`src/rtl/flux_seq_pkg.sv`:
```
// Shared constants and types for the floppy bit sequencer.
// Assumes an 8-bit data register and a 4-bit state; table bytes carry
// next state in the high nibble and action in the low nibble.
package flux_seq_pkg;
    localparam int DATA_W  = 8;
    localparam int STATE_W = 4;
    localparam int ACT_W   = 4;
    localparam int BYTE_W  = STATE_W + ACT_W;
    localparam int NSTATE  = 1 << STATE_W;
    localparam int COL_W   = BYTE_W * NSTATE;

    // Table address mode field, bit 3 down to bit 0.
    typedef struct packed {
        logic wr;
        logic ld;
        logic qa;
        logic rp;
    } seq_mode_t;

    typedef enum logic [1:0] {
        OP_KEEP = 2'd0,
        OP_SHL  = 2'd1,
        OP_SHR  = 2'd2,
        OP_LOAD = 2'd3
    } seq_op_t;

    // Read-shift columns, one byte per state, state 15 in the top byte.
    localparam logic [COL_W-1:0] COL_QA0_RP1 =
        128'hDD_FD_D8_D9_D9_CD_D8_D8_D8_D8_D8_D8_D8_D8_2D_18;
    localparam logic [COL_W-1:0] COL_QA0_RP0 =
        128'h4D_FD_08_D9_59_BD_29_98_88_78_68_58_48_38_2D_18;
    localparam logic [COL_W-1:0] COL_QA1_RP1 =
        128'hE0_F8_E8_D8_D8_D8_D8_D8_D8_D8_D8_D8_48_08_38_18;
    localparam logic [COL_W-1:0] COL_QA1_RP0 =
        128'hE0_F8_E8_A0_C8_B8_A8_98_88_78_68_58_48_28_38_18;
endpackage

```
`src/rtl/flux_seq_table.sv`:
```
// Sequencer table lookup, purely combinational.
// Write-mode and read-load entries are computed from their regular
// structure; read-shift entries come from four packed columns.
module flux_seq_table
    import flux_seq_pkg::*;
(
    input  seq_mode_t          mode,
    input  logic [STATE_W-1:0] state,
    output logic [STATE_W-1:0] next_state,
    output logic [ACT_W-1:0]   action
);
    localparam logic [STATE_W-1:0] S_LAST = STATE_W'(NSTATE - 1);
    localparam logic [STATE_W-1:0] S_MID  = STATE_W'(NSTATE / 2);
    localparam logic [STATE_W-1:0] S_PRE  = STATE_W'(NSTATE / 2 - 1);

    logic [COL_W-1:0]  column;
    logic [BYTE_W-1:0] entry;

    // Purpose: choose the read-shift column from the QA and read-pulse bits.
    always_comb begin
        unique case ({mode.qa, mode.rp})
            2'b00:   column = COL_QA0_RP0;
            2'b01:   column = COL_QA0_RP1;
            2'b10:   column = COL_QA1_RP0;
            default: column = COL_QA1_RP1;
        endcase
        entry = column[{state, 3'b000} +: BYTE_W];
    end

    // Purpose: produce next state and action for the current address.
    always_comb begin
        if (mode.wr) begin
            next_state = state + 1'b1;
            action     = 4'h8;
            if (state[2:0] == 3'd2)
                action = mode.ld ? 4'hB : 4'h9;
            if (state == S_PRE)
                next_state = mode.qa ? S_MID : '0;
            else if (state == S_LAST)
                next_state = mode.qa ? '0 : S_MID;
        end else if (mode.ld) begin
            next_state = '0;
            action     = 4'hA;
        end else begin
            next_state = entry[BYTE_W-1:ACT_W];
            action     = entry[ACT_W-1:0];
        end
    end
endmodule

```
`src/rtl/flux_seq_datareg.sv`:
```
// Data register with its action decoder.
// Assumes action bit 3 = 0 means clear; otherwise bits 1:0 choose keep,
// shift-left (bit 2 inserted), shift-right (write-protect inserted) or load.
module flux_seq_datareg
    import flux_seq_pkg::*;
(
    input  logic              clk,
    input  logic              rst_n,
    input  logic              tick_en,
    input  logic [ACT_W-1:0]  action,
    input  logic              wp_level,
    input  logic [DATA_W-1:0] wr_reg,
    output logic [DATA_W-1:0] data_q,
    output logic [DATA_W-1:0] data_next
);
    seq_op_t op;

    // Purpose: compute the register value the current action produces.
    always_comb begin
        op = seq_op_t'(action[1:0]);
        if (!action[3]) begin
            data_next = '0;
        end else begin
            unique case (op)
                OP_SHL:  data_next = {data_q[DATA_W-2:0], action[2]};
                OP_SHR:  data_next = {wp_level, data_q[DATA_W-1:1]};
                OP_LOAD: data_next = wr_reg;
                default: data_next = data_q;
            endcase
        end
    end

    // Purpose: update the register on ticks only.
    always_ff @(posedge clk) begin
        if (!rst_n)
            data_q <= '0;
        else if (tick_en)
            data_q <= data_next;
    end
endmodule

```
`src/rtl/flux_sequencer.sv`:
```
// Floppy bit sequencer top: state register, table lookup, data register
// and head write output. Assumes tick_en is a single-cycle pulse that the
// bit-timing logic holds low while the motor is off.
module flux_sequencer
    import flux_seq_pkg::*;
(
    input  logic              clk,
    input  logic              rst_n,
    input  logic              tick_en,
    input  logic              wr_mode,
    input  logic              ld_mode,
    input  logic              rd_pulse,
    input  logic              wp_level,
    input  logic [DATA_W-1:0] wr_reg,
    output logic [DATA_W-1:0] data_q,
    output logic              head_bit,
    output logic              head_strobe
);
    seq_mode_t          mode;
    logic [STATE_W-1:0] state_q;
    logic [STATE_W-1:0] next_state;
    logic [ACT_W-1:0]   action;
    logic [DATA_W-1:0]  data_next;
    logic               emit;

    // Purpose: assemble the table address mode field.
    always_comb begin
        mode.wr = wr_mode;
        mode.ld = ld_mode;
        mode.qa = data_q[DATA_W-1];
        mode.rp = rd_pulse;
    end

    flux_seq_table u_table (
        .mode       (mode),
        .state      (state_q),
        .next_state (next_state),
        .action     (action)
    );

    flux_seq_datareg u_dreg (
        .clk       (clk),
        .rst_n     (rst_n),
        .tick_en   (tick_en),
        .action    (action),
        .wp_level  (wp_level),
        .wr_reg    (wr_reg),
        .data_q    (data_q),
        .data_next (data_next)
    );

    // Purpose: decide whether this tick writes a bit to the head.
    assign emit = tick_en && wr_mode && (state_q[2:0] == 3'd0);

    // Purpose: advance the sequence state on ticks.
    always_ff @(posedge clk) begin
        if (!rst_n)
            state_q <= '0;
        else if (tick_en)
            state_q <= next_state;
    end

    // Purpose: register the head bit and its one-cycle strobe.
    always_ff @(posedge clk) begin
        if (!rst_n) begin
            head_bit    <= 1'b0;
            head_strobe <= 1'b0;
        end else begin
            head_strobe <= emit;
            if (emit)
                head_bit <= data_next[DATA_W-1];
        end
    end
endmodule

```
`config.mk`:
```
export PLATFORM = sky130hd
export DESIGN_NAME = flux_sequencer
export DESIGN_NICKNAME = d
export VERILOG_FILES = /design/src/rtl/flux_seq_pkg.sv /design/src/rtl/flux_seq_table.sv /design/src/rtl/flux_seq_datareg.sv /design/src/rtl/flux_sequencer.sv
export SDC_FILE = /design/constraint.sdc
export NUM_CORES = 1
export LEC_CHECK = 0
export ABC_AREA = 1
export ABC_CLOCK_PERIOD_IN_PS = 3200
export BUFFER_PORTS_ARGS = -buffer_cell sky130_fd_sc_hd__buf_2
export CAP_MARGIN = 20
export CORE_MARGIN = 4
export CORE_UTILIZATION = 35
export DETAILED_ROUTE_END_ITERATION = 7
export PLACE_DENSITY = 0.55
export SKIP_CTS_REPAIR_TIMING = 1
export SYNTH_ARGS = -nofsm -noshare
export SYNTH_HDL_FRONTEND = slang
export SYNTH_SLANG_ARGS = --single-unit
```
`constraint.sdc`:
```
create_clock -name clk -period 3.2 [get_ports clk]
set_clock_uncertainty 0.2 [all_clocks]
set_input_delay 0.16 -clock clk [delete_from_list [all_inputs] [get_ports clk]]
set_output_delay 0.16 -clock clk [all_outputs]
set_load 0.05 [all_outputs]
```
Word-level counts from Yosys, hierarchy flattened
Index checks and enable logic that the tools add are counted.
{"block": "totals", "latch_bits": 0, "ram_bits": 0, "ff_bits": 14, "in_bits": 15, "romBits": 0, "n_memories": 0}
{"block": "classes", "mul": 0, "muxes": 13, "bitwise_logic": 0, "n_shift": 1, "div_mod_pow": 0, "magnitude_cmp": 0, "addsub": 1, "reduce_logical": 5, "n_eq_ne": 9}
{"operator": "$pmux W128 S3", "n": 1}
{"operator": "$shiftx A128 B8 Y8", "n": 1}
{"operator": "$mux W4", "n": 9}
{"operator": "$pmux W8 S3", "n": 1}
{"operator": "$mux W8", "n": 1}
{"operator": "$eq A2 B2 Y1 const B", "n": 3}
{"operator": "$add A4 B1 Y4 const B", "n": 1}
{"operator": "$eq A2 B1 Y1 const B", "n": 2}
{"operator": "$eq A4 B3 Y1 const B", "n": 1}
{"operator": "$eq A4 B4 Y1 const B", "n": 1}
{"operator": "$ne A4 B4 Y1 const B", "n": 1}
{"operator": "$eq A3 B2 Y1 const B", "n": 1}
{"operator": "$logic_not A3 Y1", "n": 1}
{"operator": "$logic_and A1 B1 Y1", "n": 2}
{"operator": "$logic_not A2 Y1", "n": 1}
{"operator": "$mux W2", "n": 1}
{"operator": "$reduce_and A2 Y1", "n": 1}

Longest topological paths before layout
Gate-level depths: netlist of the first run.
{"block": "depth", "depth_word": 8, "ltp_mapped": 14}

Hierarchy
From an unflattened synthesis of the first run, not the netlist that was laid out.
{"block": "hier_totals", "hier_cells": 227, "hier_area_um2": 1501.4}
{"mod": "flux_seq_datareg", "n_inst": 1, "cells_per_inst": 99, "area_each_um2": 777.0}
{"mod": "flux_seq_table", "n_inst": 1, "cells_per_inst": 96, "area_each_um2": 486.7}
{"mod": "flux_sequencer", "n_inst": 1, "cells_per_inst": 32, "area_each_um2": 237.7}

Worst setup path before layout of the first run
OpenSTA, ideal clock, no wires.
{"block": "synth_timing", "path_kind": "reg-to-reg", "from": "reg u_dreg.data_q[7]", "to": "reg u_dreg.data_q[6]", "path_slack_ns": 1.198, "arrival_ns": 1.733, "path_buffers": 1, "path_stages_with_launch": 14, "t_required_ns": 2.930, "period_less_slack_ns": 2.002, "path_cell_list": "dfxtp_1 > buf_6 > inv_4 > nand2_4 > nand2_2 > nor2_1 > nand2_1 > nand2_1 > nand2_2 > nand2_4 > nand3_2 > nand2_2 > nand2_1 > a21oi_1"}
{"block": "synth_between", "elab_chain_len": 8}
{"element": "from (decl)", "line_no": "flux_seq_datareg.sv:13", "source": "output logic [DATA_W-1:0] data_q,"}
{"element": "from (signal assigned)", "line_no": "flux_seq_datareg.sv:38", "source": "data_q <= data_next;"}
{"element": "$eq A2 B2 Y1, or another cell as far along", "line_no": "flux_seq_table.sv:21", "source": "unique case ({mode.qa, mode.rp})"}
{"element": "$pmux W128 S3", "line_no": "flux_seq_table.sv:21"}
{"element": "$shiftx A128 B8 Y8", "line_no": "flux_seq_table.sv:27", "source": "entry = column[{state, 3'b000} +: BYTE_W];"}
{"element": "$mux W4", "line_no": "flux_seq_table.sv:41", "source": "end else if (mode.ld) begin"}
{"element": "$mux W4", "line_no": "flux_seq_table.sv:32", "source": "if (mode.wr) begin"}
{"element": "$eq A2 B2 Y1 or $eq A2 B1 Y1 (tied branches)", "line_no": "flux_seq_datareg.sv:24", "source": "unique case (op)"}
{"element": "$pmux W8 S3 or $ne A4 B4 Y1 (tied branches)"}
{"element": "$mux W8 or $reduce_and A2 Y1 (tied branches)"}
Several ways; a longest one is shown, not always the timed one.
A chain may end at the register's enable or synchronous reset.

Worst setup path after layout of the first run
{"block": "layout_timing", "from": "reg u_dreg.data_q[7]", "to": "reg u_dreg.data_q[3]"}
{"block": "layout_between", "elab_chain_len": 8}
{"element": "$eq A2 B2 Y1, or another cell as far along", "line_no": "flux_seq_table.sv:21"}
{"element": "$pmux W128 S3 (*)", "line_no": "flux_seq_table.sv:21"}
{"element": "$shiftx A128 B8 Y8 (*)", "line_no": "flux_seq_table.sv:27"}
{"element": "$mux W4 (*)", "line_no": "flux_seq_table.sv:41"}
{"element": "$mux W4 (*)", "line_no": "flux_seq_table.sv:32"}
{"element": "$eq A2 B2 Y1 or $eq A2 B1 Y1 (tied branches)", "line_no": "flux_seq_datareg.sv:24"}
{"element": "$pmux W8 S3 or $ne A4 B4 Y1 (tied branches)"}
{"element": "$mux W8 or $reduce_and A2 Y1 (tied branches)"}
Mark *: on every way between the ends. The rest lies on a longest branch, timed or not.

==> results of run 1 <==
registers in the layout, summed over array words and instances, names as in the netlist:
register,count
u_dreg.data_q,8
state_q,4
head_bit,1
head_strobe,1
cells by family (layout without fill, tap and decap cells):
family          Yosys count  in the layout  share of synthesized area (%)
compound gates           44             44                          25.35
flops                    14             14                          24.06
simple gates             89             89                          36.41
buf+inv                  24             46                          10.95
fa+ha+maj                 3              3                          3.223
area by class of cell:
| class | instances | share of cell area, % |
|---|---|---|
| Clock buffer | 3 | 1.706 |
| Inverter | 18 | 5.687 |
| Multi-Input combinational cell | 136 | 57.35 |
| Sequential cell | 14 | 21.23 |
| Tap cell | 44 | 4.171 |
| Timing Repair Buffer | 25 | 9.858 |
layout by cell type (no fill, tap or decap), types with 4 or more instances in the layout:
master   count
nand4_1      4
dfxtp_1     14
nor2_1       9
buf_2       24
nand2_2      4
o21ai_0      9
a32oi_1      7
nand2_1     51
inv_1       15
a21oi_1     13
nand3_1     11
metal layers:
metal | track usage (%) | up-vias | share of wire (%)
li1 | - | 651 | -
met4 | 6.218 | 0 | 1.0
met5 | 0 | - | 0
met3 | 2.393 | 4 | 11
met1 | 21.75 | 581 | 44
met2 | 24.78 | 73 | 44
through the flow:
step | util [%] | area [um2] | instances | setup slack, ps | power [uW]
finish | 42.20 | 1320 | 240 | 1190 | 425.3
global route | 42.20 | 1320 | 240 | 943.7 | 453.4
CTS | 41.88 | 1310 | 239 | 1165 | 428.1
detailed placement | 41.16 | 1287 | 236 | 1182 | 324.7
global placement | 41.16 | 1287 | 236 | 1162 | 325.7
floorplan | - | 1165 | 174 | 1198 | 295.8
worst paths after layout:
path | cells after the start | startpoint | slack, ps | endpoint
worst min register to register | 2 | u_dreg.data_q[0] | 300 | u_dreg.data_q[0]
worst min-delay path | 2 | tick_en | 30 | u_dreg.data_q[7]
worst max-delay path | 12 | u_dreg.data_q[7] | 1190 | u_dreg.data_q[3]
worst max register to register | 12 | u_dreg.data_q[7] | 1190 | u_dreg.data_q[3]
power groups by stage:
stage | logic, uW | registers, uW | clock network (uW)
final | 126 | 197 | 102
after global placement | 125 | 201 | 0
after detailed placement | 124 | 201 | 0
after global routing | 141 | 199 | 114
after CTS | 124 | 197 | 107
after floorplan | 93.5 | 202 | 0
==> results.toml, run 1 <==
[timing]
setup_viol = 0
rsz0062_at_grt = "false"
timing.slew.headroom_pct = 60.13
holdWs_ps = 34.34
fmax_ghz = 0.4975
finalSetupTns_ps = 0
fin_crit_sh_pct = 62.81
maxSlewViolCount = 0
hold_viol = 0
min_period_ps = 2010
worst_pin_slew_ps = 595.9

[power_and_ir_drop]
switching_power_uw = 159.9
seqPwrFrac_pct = 46.4
p_per_area_mw_per_mm2 = 322.2
clock_power_share_pct = 23.9
p_leak_uw = 0.0006109
p_sw_share_pct = 37.59
p_comb_share_pct = 29.7
power.internal_uw = 265.4
peakVddDrop_mv = 0.1494

[synthesis]
ys_ff_latch = 14
netlist_area_mm2 = 0.001165
yosysSeqAreaShare_pct = 24.06
synth.distinct_cells = 36
avgSynthCellArea_um2 = 6.695
yosysWarnings = 0
yosys.area.top_type_share_pct = 24.06
async_reset_ff_share_pct = 0
synth_fp_nets = 192
yosysMostFrequentCell = "nand2_1"
synth_area_leader_cell = "dfxtp_1"
synth_commonest_cells = "nand2_1, inv_1, dfxtp_1, a21oi_1, nand3_1"
synth.area.top_cells = "dfxtp_1, nand2_1, a21oi_1"
synthCells = 174
synth_edf_count = 0
synth_top_flop_cell = "dfxtp_1"

[clock_network]
cts-htree-levels = 1
clk_latency_ps = 280
clock_sinks = 14
max-clock-path-buffers = 2
cts_tree = "done"
root_buffer = "clkbuf_4"
cts.clk_slew.worst_paths_ps = 90
cts_buffers = 3

[global_routing]
overflow = 0
antenna_found_initial = 0
grt_max_degree = 19
grt_pass1_vias = 1210
grt_pass1_wl_mm = 5.485
grtUsageTotal_pct = 15.90

[worst_hold_path]
hold_class = "in -> reg"

[finish]
multi_input_area_um2 = 757.0
final_layout_size_suffix_gt1_share_pct = 22.45
fin_nets = 216
fill_cells = 329
area_growth_pct = 13.32
diodes = 0
seqCellArea_um2 = 280.3

[drt]
dr.pass1.iters = 4
antenna_left = 0
vias = 1309
wl_mm = 3.291
drcViolationCount = 0
post_drt_via_cell_ratio = 5.454
post_drt_wl_per_cell_um = 13.71
drtIter0Drc = 91

[placement]
port_buffers = 24
dp_hpwl_mm = 2.494
gp_congestion = 0.9462

[job]
max_cap_viol_count = 0

[setup_path]
cp-end-kind = "flop"
crit_path_max_fanout = 9
cp_top_family = "simple AND/OR/NAND/NOR gates"
crit_type = "reg -> reg"
worstPathRequired_ps = 3220
worst_path_max_delay_cell = "dfxtp_1"
max_stage_delay_ps = 660
crit_arrival_ps = 2030
cp_num_buf_inv = 1
cp-start-kind = "flop"
crit_chain = "inv_4, nand2_4, nand2_2, nor2_1, nand2_1, nand2_1, nand2_2, nand2_4, nand3_2, nand2_2, nand2_1, a21oi_1"

[floorplan]
boundaryPins = 25
start_util_pct = 37.24
die_area_mm2 = 0.004315
core_mm2 = 0.003128
die_height_um = 65.69
die_w_um = 65.69
rows = 20

[run_status]
outcome = "finished, final reports clean"
Power figures use the tool's default switching activity.
==> run 2: changes to the inputs <==
ABC_CLOCK_PERIOD_IN_PS = 1850   (was 3200)
clock period = 1.85 ns   (was 3.2 ns; I/O delays follow)
==> results.toml, run 2 (same netlist as run 1, synthesis figures left out) <==
[timing]
rsz0062_at_grt = "true"
fin_crit_sh_pct = 95.58
setup_viol = 0
maxSlewViolCount = 0
min_period_ps = 1768
fmax_ghz = 0.5655
finalSetupTns_ps = 0
holdWs_ps = 15.90
hold_viol = 0
worst_pin_slew_ps = 478.3
layout_setup_ws_ps = 81.75
timing.slew.headroom_pct = 68.00

[clock_network]
clk_latency_ps = 280
cts_tree = "done"
max-clock-path-buffers = 2
cts_buffers = 3
cts-htree-levels = 1
clock_sinks = 14
cts.clk_slew.worst_paths_ps = 90
root_buffer = "clkbuf_4"

[drt]
wl_mm = 3.534
post_drt_wl_per_cell_um = 13.80
dr.pass1.iters = 4
wl_met2_mm = 1.627
drcViolationCount = 0
drtIter0Drc = 139
antenna_left = 0
wl_met1_mm = 1.675
post_drt_via_cell_ratio = 5.387
dr.max_layer_used = "met4"
vias = 1379
dr_wl_met3_um = 191

[finish]
layout.cells.non_filler = 256
finalCoreUtilization_pct = 48.20
final_cell_mix = "nand2_1, buf_2, inv_1"
largest_register_ffs = 8
final_layout_size_suffix_gt1_share_pct = 33.02
fin_nets = 231
diodes = 0
area_growth_pct = 29.43
reg_top3 = "u_dreg.data_q (8), state_q (4)"
layout_commonest_cell = "nand2_1"
regMostFlops = "u_dreg.data_q"

[setup_path]
crit_chain = "nor2_4, nand2_2, a21oi_2, nand2_1, nand2_2, nand2_4, nor2_4, nand2_1, nand2_1, nand2_1, a21oi_2"
cp-start-kind = "flop"
worstPathRequired_ps = 1870
worst_path_max_delay_cell = "dfxtp_4"
max_stage_delay_ps = 390
crit_top_cell = "nand2_1"
crit_path_max_fanout = 6
crit_type = "reg -> reg"
cp-end-kind = "flop"
cp_num_buf_inv = 0
cp_top_family = "simple AND/OR/NAND/NOR gates"
crit_arrival_ps = 1790

[floorplan]
boundaryPins = 25
core_mm2 = 0.003128
die_w_um = 65.69
start_util_pct = 37.24
die_area_mm2 = 0.004315
rows = 20
die_height_um = 65.69

[placement]
port_buffers = 24
pre_cts_slack_ps = -50.03
dp.cells = 245
gp_congestion = 0.9200
dp_hpwl_mm = 2.633

[job]
max_cap_viol_count = 0

[worst_hold_path]
hold_class = "in -> reg"

[power_and_ir_drop]
peakVddDrop_mv = 0.3242
p_per_area_mw_per_mm2 = 554.2
p_leak_uw = 0.0007125

[run_status]
outcome = "finished, final reports clean"

[global_routing]
grt_pass1_vias = 1283
grt_pass1_wl_mm = 5.954
grt_max_degree = 19
grtUsageTotal_pct = 17.33
overflow = 0
antenna_found_initial = 0
==> run 2: per-layer routing <==
| metal | vias up | global-route usage, % |
|---|---|---|
| met5 | - | 0 |
| met4 | 0 | 5.440 |
| met3 | 4 | 2.393 |
| met2 | 42 | 27.41 |
| met1 | 652 | 24.07 |
| li1 | 681 | - |
==> run 2: worst reg2reg max path, cell delays in order, from the launching register on <==
cell and delay (ps):
dfxtp_4 390, nor2_4 150, nand2_2 70, a21oi_2 120
nand2_1 70, nand2_2 100, nand2_4 90, nor2_4 190
nand2_1 70, nand2_1 60, nand2_1 60, a21oi_2 140
==> run 2: final timing paths <==
path	slack (ps)	endpoint	from	cells past startpoint
setup reg to reg	80	u_dreg.data_q[2]	state_q[2]	11
setup / recovery	80	u_dreg.data_q[2]	state_q[2]	11
hold reg to reg	300	u_dreg.data_q[0]	u_dreg.data_q[0]	2
hold / removal	20	u_dreg.data_q[3]	wr_reg[3]	5
==> run 2: per-stage QoR <==
stage               power (uW)  area, um2
floorplan                512.1       1166
global placement         581.9       1356
detailed placement       585.2       1356
CTS                      811.1       1393
global route             887.9       1508
finish                   835.6       1508
==> run 2: cell type report <==
cell class | count | area, um2
fill | 326 | 1620
clock buffer | 4 | 36.28
inverter | 18 | 77.57
sequential | 14 | 295.3
tap | 44 | 55.05
multi-input combinational | 136 | 793.3
timing repair buffer | 40 | 250.2
==> run 2: power breakdown <==
group | internal, uW | switching [uW] | leakage [uW]
registers | 313 | 24.1 | 0.000117
clock network | 120 | 108 | 0.0000210
logic | 102 | 169 | 0.000575
total | 535 | 301 | 0.000713
